File: src/rtl/tas_arb_pkg.sv
package tas_arb_pkg;

  typedef enum logic [2:0] {
    RQ_IDLE,
    RQ_POLL,
    RQ_WAIT,
    RQ_TAS_RD,
    RQ_TAS_WR,
    RQ_HELD,
    RQ_REL
  } rq_state_e;

  // doubled delay, clipped at the cap
  function automatic logic [31:0] backoff_step(input logic [31:0] cur, input logic [31:0] cap);
    logic [31:0] dbl;
    dbl = cur << 1;
    return (dbl > cap) ? cap : dbl;
  endfunction

endpackage

File: src/rtl/tas_rr_arbiter.sv
module tas_rr_arbiter #(
  parameter int NM = 4
) (
  input  logic          clk,
  input  logic          rst_n,
  input  logic [NM-1:0] req_i,
  input  logic [NM-1:0] lock_i,
  output logic [NM-1:0] gnt_o,
  output logic          hold_o
);
  localparam int IW = (NM > 1) ? $clog2(NM) : 1;

  logic [IW-1:0] ptr_q;
  logic [IW-1:0] hold_idx_q;
  logic          hold_q;
  logic [IW-1:0] gidx;
  logic          any_gnt;
  logic          locked_rd;

  function automatic logic [NM-1:0] rr_pick(input logic [NM-1:0] rq, input logic [IW-1:0] start);
    logic [NM-1:0] pick;
    pick = '0;
    for (int k = NM - 1; k >= 0; k--) begin
      int j;
      j = (k + int'(start)) % NM;
      if (rq[j]) pick = NM'(1) << j;
    end
    return pick;
  endfunction

  function automatic logic [IW-1:0] idx_of(input logic [NM-1:0] oh);
    logic [IW-1:0] r;
    r = '0;
    for (int k = 0; k < NM; k++) begin
      if (oh[k]) r = r | IW'(k);
    end
    return r;
  endfunction

  always_comb begin
    if (hold_q) begin
      gnt_o = req_i[hold_idx_q] ? (NM'(1) << hold_idx_q) : '0;
    end else begin
      gnt_o = rr_pick(req_i, ptr_q);
    end
  end

  assign gidx      = idx_of(gnt_o);
  assign any_gnt   = |gnt_o;
  assign locked_rd = any_gnt & (|(gnt_o & lock_i)) & ~hold_q;
  assign hold_o    = hold_q;

  always_ff @(posedge clk or negedge rst_n) begin
    if (!rst_n) begin
      ptr_q      <= '0;
      hold_q     <= 1'b0;
      hold_idx_q <= '0;
    end else begin
      hold_q <= locked_rd;
      if (any_gnt) begin
        hold_idx_q <= gidx;
        ptr_q      <= (gidx == IW'(NM - 1)) ? '0 : gidx + 1'b1;
      end
    end
  end

endmodule

File: src/rtl/tas_requester.sv
module tas_requester
  import tas_arb_pkg::*;
#(
  parameter int DW          = 8,
  parameter int MAX_BACKOFF = 8
) (
  input  logic          clk,
  input  logic          rst_n,
  input  logic          acq_i,
  input  logic          rel_i,
  input  logic          gnt_i,
  input  logic [DW-1:0] rdata_i,
  output logic          req_o,
  output logic          lock_o,
  output logic          we_o,
  output logic [DW-1:0] wdata_o,
  output logic          acquired_o
);
  localparam int BKW = $clog2(MAX_BACKOFF + 1);

  rq_state_e     st_q, st_d;
  logic [BKW-1:0] bk_q, bk_d, cnt_q, cnt_d, bk_grown;
  logic          zero_q, zero_d;
  logic          rd_zero;

  assign rd_zero  = (rdata_i == '0);
  assign bk_grown = BKW'(backoff_step(32'(bk_q), 32'(MAX_BACKOFF)));

  always_comb begin
    st_d   = st_q;
    bk_d   = bk_q;
    cnt_d  = cnt_q;
    zero_d = zero_q;
    case (st_q)
      RQ_IDLE: if (acq_i) st_d = RQ_POLL;
      RQ_POLL: begin
        if (gnt_i) begin
          if (rd_zero) begin
            st_d = RQ_TAS_RD;
          end else begin
            st_d  = RQ_WAIT;
            cnt_d = bk_q;
            bk_d  = bk_grown;
          end
        end
      end
      RQ_WAIT: begin
        if (cnt_q <= BKW'(1)) st_d = RQ_POLL;
        else cnt_d = cnt_q - BKW'(1);
      end
      RQ_TAS_RD: begin
        if (gnt_i) begin
          zero_d = rd_zero;
          st_d   = RQ_TAS_WR;
        end
      end
      RQ_TAS_WR: begin
        if (gnt_i) begin
          if (zero_q) begin
            st_d = RQ_HELD;
            bk_d = BKW'(1);
          end else begin
            st_d  = RQ_WAIT;
            cnt_d = bk_q;
            bk_d  = bk_grown;
          end
        end
      end
      RQ_HELD: if (rel_i) st_d = RQ_REL;
      RQ_REL:  if (gnt_i) st_d = RQ_IDLE;
      default: st_d = RQ_IDLE;
    endcase
  end

  always_ff @(posedge clk or negedge rst_n) begin
    if (!rst_n) begin
      st_q   <= RQ_IDLE;
      bk_q   <= BKW'(1);
      cnt_q  <= '0;
      zero_q <= 1'b0;
    end else begin
      st_q   <= st_d;
      bk_q   <= bk_d;
      cnt_q  <= cnt_d;
      zero_q <= zero_d;
    end
  end

  assign req_o      = (st_q == RQ_POLL) || (st_q == RQ_TAS_RD) || (st_q == RQ_TAS_WR) || (st_q == RQ_REL);
  assign lock_o     = (st_q == RQ_TAS_RD) || (st_q == RQ_TAS_WR);
  assign we_o       = (st_q == RQ_TAS_WR) || (st_q == RQ_REL);
  assign wdata_o    = (st_q == RQ_TAS_WR) ? DW'(1) : '0;
  assign acquired_o = (st_q == RQ_HELD);

endmodule

File: src/rtl/atomic_bus_arbiter.sv
module atomic_bus_arbiter #(
  parameter int NM          = 4,
  parameter int AW          = 8,
  parameter int DW          = 8,
  parameter int MAX_BACKOFF = 8
) (
  input  logic          clk,
  input  logic          rst_n,
  input  logic [AW-1:0] lock_addr_i,
  input  logic [NM-1:0] acquire_i,
  input  logic [NM-1:0] release_i,
  output logic [NM-1:0] acquired_o,
  output logic [NM-1:0] bus_req_o,
  output logic [NM-1:0] bus_lock_o,
  output logic [NM-1:0] bus_gnt_o,
  output logic          mem_en_o,
  output logic          mem_we_o,
  output logic [AW-1:0] mem_addr_o,
  output logic [DW-1:0] mem_wdata_o,
  input  logic [DW-1:0] mem_rdata_i
);
  logic [NM-1:0] we_v;
  logic [DW-1:0] wdata_v [NM];
  logic          arb_hold;

  tas_rr_arbiter #(.NM(NM)) arb_i (
    .clk    (clk),
    .rst_n  (rst_n),
    .req_i  (bus_req_o),
    .lock_i (bus_lock_o),
    .gnt_o  (bus_gnt_o),
    .hold_o (arb_hold)
  );

  for (genvar m = 0; m < NM; m++) begin : g_master
    tas_requester #(.DW(DW), .MAX_BACKOFF(MAX_BACKOFF)) rq_i (
      .clk        (clk),
      .rst_n      (rst_n),
      .acq_i      (acquire_i[m]),
      .rel_i      (release_i[m]),
      .gnt_i      (bus_gnt_o[m]),
      .rdata_i    (mem_rdata_i),
      .req_o      (bus_req_o[m]),
      .lock_o     (bus_lock_o[m]),
      .we_o       (we_v[m]),
      .wdata_o    (wdata_v[m]),
      .acquired_o (acquired_o[m])
    );
  end

  always_comb begin
    mem_we_o    = 1'b0;
    mem_wdata_o = '0;
    for (int m = 0; m < NM; m++) begin
      if (bus_gnt_o[m]) begin
        mem_we_o    = mem_we_o | we_v[m];
        mem_wdata_o = mem_wdata_o | wdata_v[m];
      end
    end
  end

  assign mem_en_o   = |bus_gnt_o;
  assign mem_addr_o = lock_addr_i;

endmodule

File: config.mk
export PLATFORM = sky130hd
export DESIGN_NAME = atomic_bus_arbiter
export DESIGN_NICKNAME = d
export VERILOG_FILES = /design/src/rtl/tas_arb_pkg.sv /design/src/rtl/tas_rr_arbiter.sv /design/src/rtl/tas_requester.sv /design/src/rtl/atomic_bus_arbiter.sv
export SDC_FILE = /design/constraint.sdc
export NUM_CORES = 1
export LEC_CHECK = 0
export BUFFER_PORTS_ARGS = -buffer_cell sky130_fd_sc_hd__buf_2
export CAP_MARGIN = 25
export CORE_UTILIZATION = 46
export CTS_CLUSTER_SIZE = 20
export DETAILED_ROUTE_END_ITERATION = 10
export GPL_TIMING_DRIVEN = 0
export HOLD_SLACK_MARGIN = 0.05
export PLACE_DENSITY = 0.7
export SYNTH_ARGS = -nofsm -noshare
export SYNTH_HDL_FRONTEND = slang
export SYNTH_SLANG_ARGS = --single-unit
File: constraint.sdc
create_clock -name clk -period 3.8 [get_ports clk]
set_input_delay 0.76 -clock clk [delete_from_list [all_inputs] [get_ports clk]]
set_output_delay 0.76 -clock clk [all_outputs]
set_load 0.005 [all_outputs]
======== Word level (Yosys, flattened, before mapping) ========
Index checks and enable logic that the tools add are counted.
operators by class
  $mul .................................... 0
  div/mod/pow operators ................... 0
  mux-type cells .......................... 120
  shift operators ......................... 5
  eq/ne operators ......................... 65
  bitwise logic cells ..................... 13
  add/subtract/negate cells ............... 8
  $lt $le $gt $ge ......................... 13
  reductions and logical operators ........ 54
operators by type and width
  cell                                                            number
  two-way mux 4 bit                                               46
  two-way mux 3 bit                                               32
  left shift 1 x 32 -> 4 bit (first input constant)               3
  one-hot mux 3 bit (7 select lines)                              4
  inequality test 2 bit (second input constant)                   36
  one-hot mux 4 bit (3 select lines)                              4
  equality test 3 bit (second input constant)                     12
  two-way mux 8 bit                                               4
  one-hot mux 4 bit (2 select lines)                              4
  AND reduction 7 bit                                             4
  equality test 3 x 2 -> 1 bit (second input constant)            8
  OR 8 bit                                                        3
  AND reduction 6 bit                                             4
  greater-than comparator 5 x 4 -> 1 bit (second input constant)  4
  logical OR 1 bit                                                20
  two-way mux 1 bit                                               18
  <= comparator 4 x 1 -> 1 bit (second input constant)            4
  AND reduction 4 bit                                             4
  subtractor 4 x 1 -> 4 bit (second input constant)               4
  equality test 3 x 1 -> 1 bit (second input constant)            4
  logical NOT 3 bit                                               4
  < comparator 3 x 4 -> 1 bit (second input constant)             3
  nonzero test 3 bit                                              4
  binary-select mux 1 bit (select 2 bit)                          5
  18 further kinds                                                40
storage, ports and cells
  output and inout port bits .............. 34
  memories ................................ 0
  bits in latches ......................... 0
  memory bits (writable) .................. 0
  memory bits (read-only) ................. 0
  bits in registers ....................... 53

======== Longest topological paths before layout ========
Gate-level depths: netlist of run 1.
  word-level depth ........................ 19
  depth in mapped cells ................... 11

======== Hierarchy ========
A second synthesis of run 1 with hierarchy kept.
second synthesis, totals
  cells, all modules ...................... 493
  area total of the unflattened synthesis .. 4336.7 um^2
by module, submodules not included
  module              cells each  seq. area each (um^2)  area an instance (um^2)  instances
  tas_requester       97          301.5                  849.6                    4
  tas_rr_arbiter      65          125.1                  670.6                    1
  atomic_bus_arbiter  40          0.0                    267.8                    1

======== Least setup slack after synthesis of run 1 ========
Ideal clock, no wire load.
  path kind ............................... register -> output
  start point ............................. register arb_i.ptr_q[0]
  end point ............................... output mem_wdata_o[0]
  cell stages (with the launch flop) ...... 11
  arrival ................................. 2.755 ns
  path slack .............................. 0.285 ns
  path through ............................ dfrtp_1 clkbuf_1 inv_1 ha_1 mux4_2 a211o_1 o32ai_4 inv_2 a22o_1 a211oi_2 inv_1
between the ends
  word-level cells in the longest chain between the ends .. 16
  elaborated cells between the ends (all ways) .. 36
  those cells by class .................... add/sub: 3; shift: 4; mux: 20; bitwise: 6; reduce/logical: 3
RTL lines
  item                                                                                          line                      text
  start: declaration                                                                            tas_rr_arbiter.sv:13      logic [IW-1:0] ptr_q;
  start signal: assignment                                                                      tas_rr_arbiter.sv:62      ptr_q <= (gidx == IW'(NM - 1)) ? '0 : gidx + 1'b1;
  adder 2 bit                                                                                   tas_rr_arbiter.sv:25      j = (k + int'(start)) % NM;
  binary-select mux 1 bit (select 2 bit) / OR reduction 2 bit (equally long branches)           -
  two-way mux 1 bit (not written as such) / AND 1 bit (equally long branches)                   -
  two-way mux 1 bit (not written as such) / left shift 1 x 32 -> 4 bit (equally long branches)  tas_rr_arbiter.sv:26      if (rq[j]) pick = NM'(1) << j;
  two-way mux 4 bit (3 in a row)                                                                tas_rr_arbiter.sv:26
  two-way mux 4 bit (*)                                                                         tas_rr_arbiter.sv:26
  two-way mux 4 bit (*)                                                                         tas_rr_arbiter.sv:41      if (hold_q) begin
  via g_master[0].rq_i.gnt_i                                                                    tas_requester.sv:11       input logic gnt_i,
  two-way mux 8 bit (*)                                                                         atomic_bus_arbiter.sv:55  if (bus_gnt_o[m]) begin
  OR 8 bit                                                                                      atomic_bus_arbiter.sv:57  mem_wdata_o = mem_wdata_o | wdata_v[m];
  two-way mux 8 bit (*)                                                                         atomic_bus_arbiter.sv:55
  OR 8 bit                                                                                      atomic_bus_arbiter.sv:57
  two-way mux 8 bit (*)                                                                         atomic_bus_arbiter.sv:55
  OR 8 bit                                                                                      atomic_bus_arbiter.sv:57
  two-way mux 8 bit (*)                                                                         atomic_bus_arbiter.sv:55
  end: declaration                                                                              atomic_bus_arbiter.sv:19  output logic [DW-1:0] mem_wdata_o,
Mark *: on every way through the listed nets, which the timed path passes. The rest lies on a longest branch. The select of a mux whose other input is x is not followed.

======== Worst setup path after layout of run 1 ========
  start point ............................. register g_master[3].rq_i.st_q[0]
  end point ............................... output mem_wdata_o[0]
between the ends
  word-level cells in the longest chain between the ends .. 19
  elaborated cells between the ends (all ways) .. 34
  those cells by class .................... eq/ne: 4; mux: 24; bitwise: 3; reduce/logical: 3
RTL lines
  item                                                                                 line                      text
  start: declaration                                                                   tas_requester.sv:21       rq_state_e st_q, st_d;
  start signal: assignment                                                             tas_requester.sv:82       st_q <= st_d;
  equality test 3 x 1 -> 1 bit / equality test 3 x 2 -> 1 bit (equally long branches)  tas_requester.sv:89       assign req_o = (st_q == RQ_POLL) || (st_q == RQ_TAS_RD) || (st_q == RQ_TAS_WR) || (st_q == RQ_REL);
  logical OR 1 bit (2 in a row)                                                        tas_requester.sv:89
  logical OR 1 bit (*)                                                                 tas_requester.sv:89
  via g_master[3].rq_i.req_o                                                           tas_requester.sv:13       output logic req_o,
  binary-select mux 1 bit (select 2 bit)                                               tas_rr_arbiter.sv:26
  two-way mux 1 bit (not written as such) (2 in a row)                                 tas_rr_arbiter.sv:26
  two-way mux 4 bit (4 in a row)                                                       tas_rr_arbiter.sv:26
  two-way mux 4 bit (*)                                                                tas_rr_arbiter.sv:41
  two-way mux 8 bit                                                                    atomic_bus_arbiter.sv:55
  OR 8 bit                                                                             atomic_bus_arbiter.sv:57
  two-way mux 8 bit                                                                    atomic_bus_arbiter.sv:55
  OR 8 bit                                                                             atomic_bus_arbiter.sv:57
  two-way mux 8 bit                                                                    atomic_bus_arbiter.sv:55
  OR 8 bit                                                                             atomic_bus_arbiter.sv:57
  two-way mux 8 bit (*)                                                                atomic_bus_arbiter.sv:55
Marks and branches as above.

==> results.txt, run 1 <==
Status: finished with violations
Failing checks: setup timing
Normalized max-slew margin: 37.06%
P&R area growth vs syn: 15.47%
#FFs+latches synth: 53
Commonest non-fill, non-tap cell in the layout: buf_2
GRT Max-Usage Layer: met2
Clk pin slew, worst setup/hold paths: 0.10 ns
Met1 Use GR: 31.33%
Die area: 9173 µm²
Post-layout net count: 587
Via density: 5.592
# setup viols final: 1
CP Capture Type: output port
Vias: 3646
Final Hold Violating Endpoints: 0
Most frequent cells in the layout: buf_2, nor2_1, dfrtp_1, nand2_1, buf_4
Unique masters post-synth: 67
Final ANT Viol Nets: 0
Initial antenna violation count: 0
WL/cell: 14.57 µm
Worst endpoint required time: 3.04 ns
Setup TNS: -0.02825 ns
Global routing usage on met3: 2.686%
Hold buffer count at cts: 0
H-tree levels: 2
Yosys warnings: 0
Worst slew pin tran: 0.9421 ns
CP Cell Sequence: buf_4 -> xnor2_4 -> inv_2 -> mux4_2 -> a211o_1 -> o32a_1 -> a22o_1 -> a211oi_2 -> inv_1 -> buf_2
Root buffer cell: clkbuf_8
Critical Path Max Stage Delay: 0.55 ns
Pre-antenna DRT Iters: 5
Largest net degree at the start of global routing: 30
Initial Util: 48.26%
Tcrit/Tclk final: 100.7%
Post-synth EDFFs: 0
RSZ-0062 raised after global routing: yes
Crit path kind: register to output port
Number of port buffers: 44
Drt drc: 0
Fraction of registers with async set/reset: 100.0%
Placer congestion estimate: 0.8795
DPL Wire Length: 7030 µm
Post-Synthesis Cells: 478
DR iter-0 viols: 210
Met2 Usage GRT: 35.18%
Clock Path Buffers: 2
Dominant synthesized flop cell: dfrtp_1
Startpoint Class: register
Slowest CP cell: mux4_2
CP Max Fanout: 9
Sink Count: 53
Fmax: 261.2 MHz
Overflow after GRT: 0
Worst path buffer plus inverter count: 4
Diodes inserted: 0
Chip width: 95.78 µm
Final min period: 3.828 ns
Number of global-route vias before repair: 3325
CTS tree: built
GRT Overall Usage: 22.02%
Pins Over Slew Limit: 0
Core area: 8382 µm²
WL final: 9502 µm
Post-layout util: 55.72%
Avg Cell Area, Syn: 8.463 µm²
Register area share after synthesis: 32.91%
Global-route wire length before repair: 15860 µm
Inst Count DP: 634
Layout cells sized above 1: 24.31%
Row count: 33
Setup slack after layout: -0.02825 ns
Final non-filler cell total: 652
Die Ht: 95.78 µm
IO Pins: 60
Synthesized area: 4045 µm²
Worst-Skew Late Latency: 0.31 ns
Max_cap viols: 0
Family with the most delay on the worst path: compound AO/OA/AOI/OAI gates
Worst path arrival time: 3.07 ns
CTS Buf Count: 5
Post-Route Skew: 0.01401 ns
Hold WC Path Type: input pin to asynchronous set/reset pin
-- per-stage QoR --
stage          instance area (µm²)  setup WS (ns)  hold slack [ns]
3_3_place_gp                  4419        -0.2062           0.4861
5_1_grt                       4671        -0.1173           0.4957
3_5_place_dp                  4439        -0.2490           0.5001
2_1_floorplan                 4068         0.2851           0.4620
4_1_cts                       4644       -0.04249           0.4516
6_report                      4671       -0.02825           0.4328
-- final cells by class --
class                   instances  area [µm²]
multi-input cells             351        2359
clock inverters                 1       7.507
fillers                       774        3711
inverters                      31       120.1
repair buffers                 55       315.3
plain buffers                  49       325.3
clock buffers                   7       76.32
well taps                     105       131.4
flip-flops and latches         53        1336
-- metal layers --
| layer | vias up | share of wire [%] |
|---|---|---|
| met5 | - | 0 |
| met4 | 0 | 1.1 |
| met3 | 9 | 4.1 |
| met2 | 81 | 46 |
| met1 | 1737 | 49 |
| li1 | 1819 | - |
-- final timing paths --
kind,slack (ns),cells after the start,start,endpoint
worst min-delay path,0.43,1,rst_n,g_master[0].rq_i.cnt_q[3]
worst min register to register,0.51,2,g_master[0].rq_i.bk_q[0],g_master[0].rq_i.bk_q[0]
worst max register to register,0.57,11,g_master[1].rq_i.st_q[0],g_master[3].rq_i.cnt_q[0]
max in group asynchronous,2.72,2,rst_n,g_master[1].rq_i.bk_q[0]
min in group clk,0.51,2,g_master[0].rq_i.bk_q[0],g_master[0].rq_i.bk_q[0]
worst max-delay path,-0.03,10,g_master[3].rq_i.st_q[0],mem_wdata_o[0]
-- logic make-up (layout without fill, tap and decap cells) --
| logic type | count (synthesis) | count (layout) | share of synthesized area (%) |
|---|---|---|---|
| buffers and inverters | 81 | 143 | 10.92 |
| flip-flops | 53 | 53 | 32.91 |
| other | 1 | 7 | 0.09270 |
| multiplexers | 20 | 21 | 7.454 |
| adder cells (fa/ha/maj) | 15 | 15 | 4.640 |
| AND/OR/NAND/NOR | 160 | 160 | 18.93 |
| XOR/XNOR | 4 | 4 | 1.423 |
| AO/OA/AOI/OAI | 144 | 144 | 23.63 |
-- sequential cells by signal (all words and copies together), names as in the netlist --
register	cells
arb_i.hold_o	1
g_master.rq_i.zero_q	4
arb_i.hold_idx_q	2
g_master.rq_i.bk_q	16
arb_i.ptr_q	2
g_master.rq_i.st_q	12
g_master.rq_i.cnt_q	16
-- Yosys cell counts (3+ instances only) --
library cell | count | share of area (%)
inv_1 | 26 | 2.4
nand2b_1 | 11 | 1.7
a22o_1 | 3 | 0.65
a21oi_1 | 40 | 4.9
a31oi_1 | 10 | 1.5
buf_2 | 4 | 0.49
a21o_1 | 6 | 1.1
nor2_1 | 45 | 4.2
o21a_1 | 5 | 0.93
o21ai_0 | 34 | 4.2
nand3_1 | 14 | 1.7
a211o_1 | 3 | 0.65
dfrtp_1 | 49 | 30
o22a_1 | 3 | 0.65
mux2_2 | 7 | 1.9
ha_1 | 15 | 4.6
dfstp_2 | 4 | 2.6
a211oi_1 | 4 | 0.74
nand2_1 | 43 | 4.0
buf_4 | 31 | 5.8
nor3_1 | 17 | 2.1
o211ai_1 | 4 | 0.74
clkbuf_1 | 11 | 1.0
xnor2_2 | 3 | 1.2
nor3b_1 | 4 | 0.74
nor4b_1 | 3 | 0.65
mux4_1 | 4 | 2.6
o31ai_1 | 7 | 1.3
inv_2 | 3 | 0.28
nor2b_1 | 8 | 1.2
nor4_1 | 3 | 0.46
mux2i_1 | 5 | 1.2
and2_1 | 4 | 0.62
-- what timing repair did --
item,CTS,global route
setup buffers,8,2
gates cloned,1,0
hold endpoints to repair,0,0
gates resized for setup,11,6
pin swaps,5,2
setup endpoints to repair,7,4
Power of run 1 is left out: the tool's default activity adds up to more than one toggle a clock period on the data nets, which glitch-free logic cannot reach.
==> inputs of run 2 (changes only) <==
CELL_PAD_IN_SITES_DETAIL_PLACEMENT = 0   (was unset)
CELL_PAD_IN_SITES_GLOBAL_PLACEMENT = 1   (was unset)
CORE_UTILIZATION = 43   (was 46)
PLACE_DENSITY = unset   (was 0.7)
PLACE_DENSITY_LB_ADDON = 0.1   (was unset)
==> run 2 against run 1 <==
Compared with the run above:
- critical path type unchanged
- clock-buffer cell count is 2 lower
- the run still ends with setup timing left
- first-iteration DRC count is 9.5% higher
- core utilization is 2.7 points lower
- sequential cell count stayed put
- worst hold slack worse by 0.039 ns
- register-to-register slack better by 0.06 ns
- cell area is 4.5% higher
==> results.txt, run 2 (synthesis results as in run 1) <==
Status: finished with violations
Failing checks: setup timing
Area of the multi-input gates: 2392 µm²
Worst-Skew Late Latency: 0.32 ns
M1 WL: 4693 µm
Die area: 9799 µm²
CP Max Fanout: 7
Regs by FF count: g_master.rq_i.bk_q x16, g_master.rq_i.cnt_q x16, g_master.rq_i.st_q x12
Number of port buffers: 44
Post-Route Skew: 0.01102 ns
GRT Overall Usage: 20.85%
Sink Count: 53
Pins Over Slew Limit: 0
Row count: 35
Normalized max-slew margin: 37.59%
CTS Buf Count: 5
Worst endpoint required time: 3.04 ns
Core area: 9196 µm²
Final Hold Violating Endpoints: 0
Number of global-route vias before repair: 3386
RR Endpoint: g_master[2].rq_i.cnt_q[0]
H-tree levels: 2
# setup viols final: 1
Worst path arrival time: 3.05 ns
Crit path kind: register to output port
Startpoint Class: register
CP Capture Type: output port
Worst slew pin tran: 0.9341 ns
DPL Wire Length: 7202 µm
Commonest non-fill, non-tap cell in the layout: buf_4
Met3 WL: 422 µm
Fmax: 262.4 MHz
WL/cell: 14.78 µm
Fill count: 889
Register area: 1336 µm²
Worst hold slack: 0.3939 ns
Root buffer cell: clkbuf_8
Hold WC Path Type: input pin to asynchronous set/reset pin
DR iter-0 viols: 230
Overflow after GRT: 0
Drt drc: 0
Global-route wire length before repair: 16330 µm
Most frequent cells in the layout: buf_4, nor2_1, buf_2, dfrtp_1, nand2_1
Largest net degree at the start of global routing: 36
Final ANT Viol Nets: 0
Placer congestion estimate: 0.8024
Clk pin slew, worst setup/hold paths: 0.10 ns
Setup slack after layout: -0.01065 ns
CTS tree: built
Reg2reg setup slack: 0.63 ns
Diodes inserted: 0
Pre-antenna DRT Iters: 4
Post-layout net count: 605
Initial antenna violation count: 0
IO Pins: 60
Post-layout util: 53.06%
Clock Path Buffers: 2
Initial Util: 43.99%
WL final: 9991 µm
Reg2reg start: g_master[2].rq_i.st_q[0]
P&R area growth vs syn: 20.63%
Tcrit/Tclk final: 100.3%
RSZ-0062 raised after global routing: yes
Vias: 3670
Layout cells sized above 1: 28.32%
Metal2 WL: 4817 µm
Via density: 5.429
FF-to-FF path depth: 10
Max_cap viols: 0
Final min period: 3.811 ns
Highest metal used: met4
Chip width: 98.99 µm
Die Ht: 98.99 µm
-- run 2: repair_timing --
item / 4_1_cts / 5_1_grt
gates cloned: 1 / 0
hold buffers: 0 / 0
gates resized for setup: 14 / 20
endpoints found under the setup margin: 7 / 4
pin swaps: 10 / 9
buffers inserted: 18 / 11
-- run 2: through the flow --
step	setup TNS, ns	instances	worst slack [ns]	cell area (µm²)
finish	-0.01065	676	-0.01065	4880
global route	-0.3238	676	-0.1181	4880
CTS	-0.1089	666	-0.07211	4746
detailed placement	-0.4262	640	-0.2689	4447
global placement	-0.4161	639	-0.2735	4427
floorplan	0	484	0.2851	4068
-- run 2: layout make-up --
| cell class | instances | share of cell area [%] |
|---|---|---|
| Multi-Input combinational cell | 351 | 49.03 |
| Sequential cell | 53 | 27.38 |
| Timing Repair Buffer | 74 | 9.462 |
| Buffer | 48 | 6.795 |
| Tap cell | 111 | 2.846 |
| Inverter | 31 | 2.641 |
| Clock buffer | 5 | 1.410 |
| Clock inverter | 3 | 0.4359 |
-- run 2: layer usage --
metal / GRT usage (%) / vias up
li1: - / 1853
met1: 27.96 / 1728
met2: 35.72 / 85
met3: 3.404 / 4
met4: 3.904 / 0
met5: 0 / -
-- run 2: worst max path at each step --
stage / from / cells past startpoint / end
6_report: g_master[2].rq_i.st_q[0] / 9 / mem_wdata_o[0]
5_1_grt: g_master[2].rq_i.st_q[0] / 9 / mem_wdata_o[0]
4_1_cts: g_master[1].rq_i.st_q[0] / 10 / mem_wdata_o[0]
3_5_place_dp: arb_i.ptr_q[0] / 11 / mem_wdata_o[0]
3_3_place_gp: arb_i.ptr_q[0] / 11 / mem_wdata_o[0]
2_1_floorplan: arb_i.ptr_q[0] / 10 / mem_wdata_o[0]
-- run 2: critical path: stages (launching register included) --
cell      delay (ns)
dfrtp_1         0.42
xnor2_2         0.23
inv_2           0.11
mux4_2          0.57
a211o_1         0.29
o32a_1          0.44
a22o_1          0.28
a211oi_4        0.22
inv_1           0.06
buf_2           0.12
Power of run 2 is left out for the same reason.
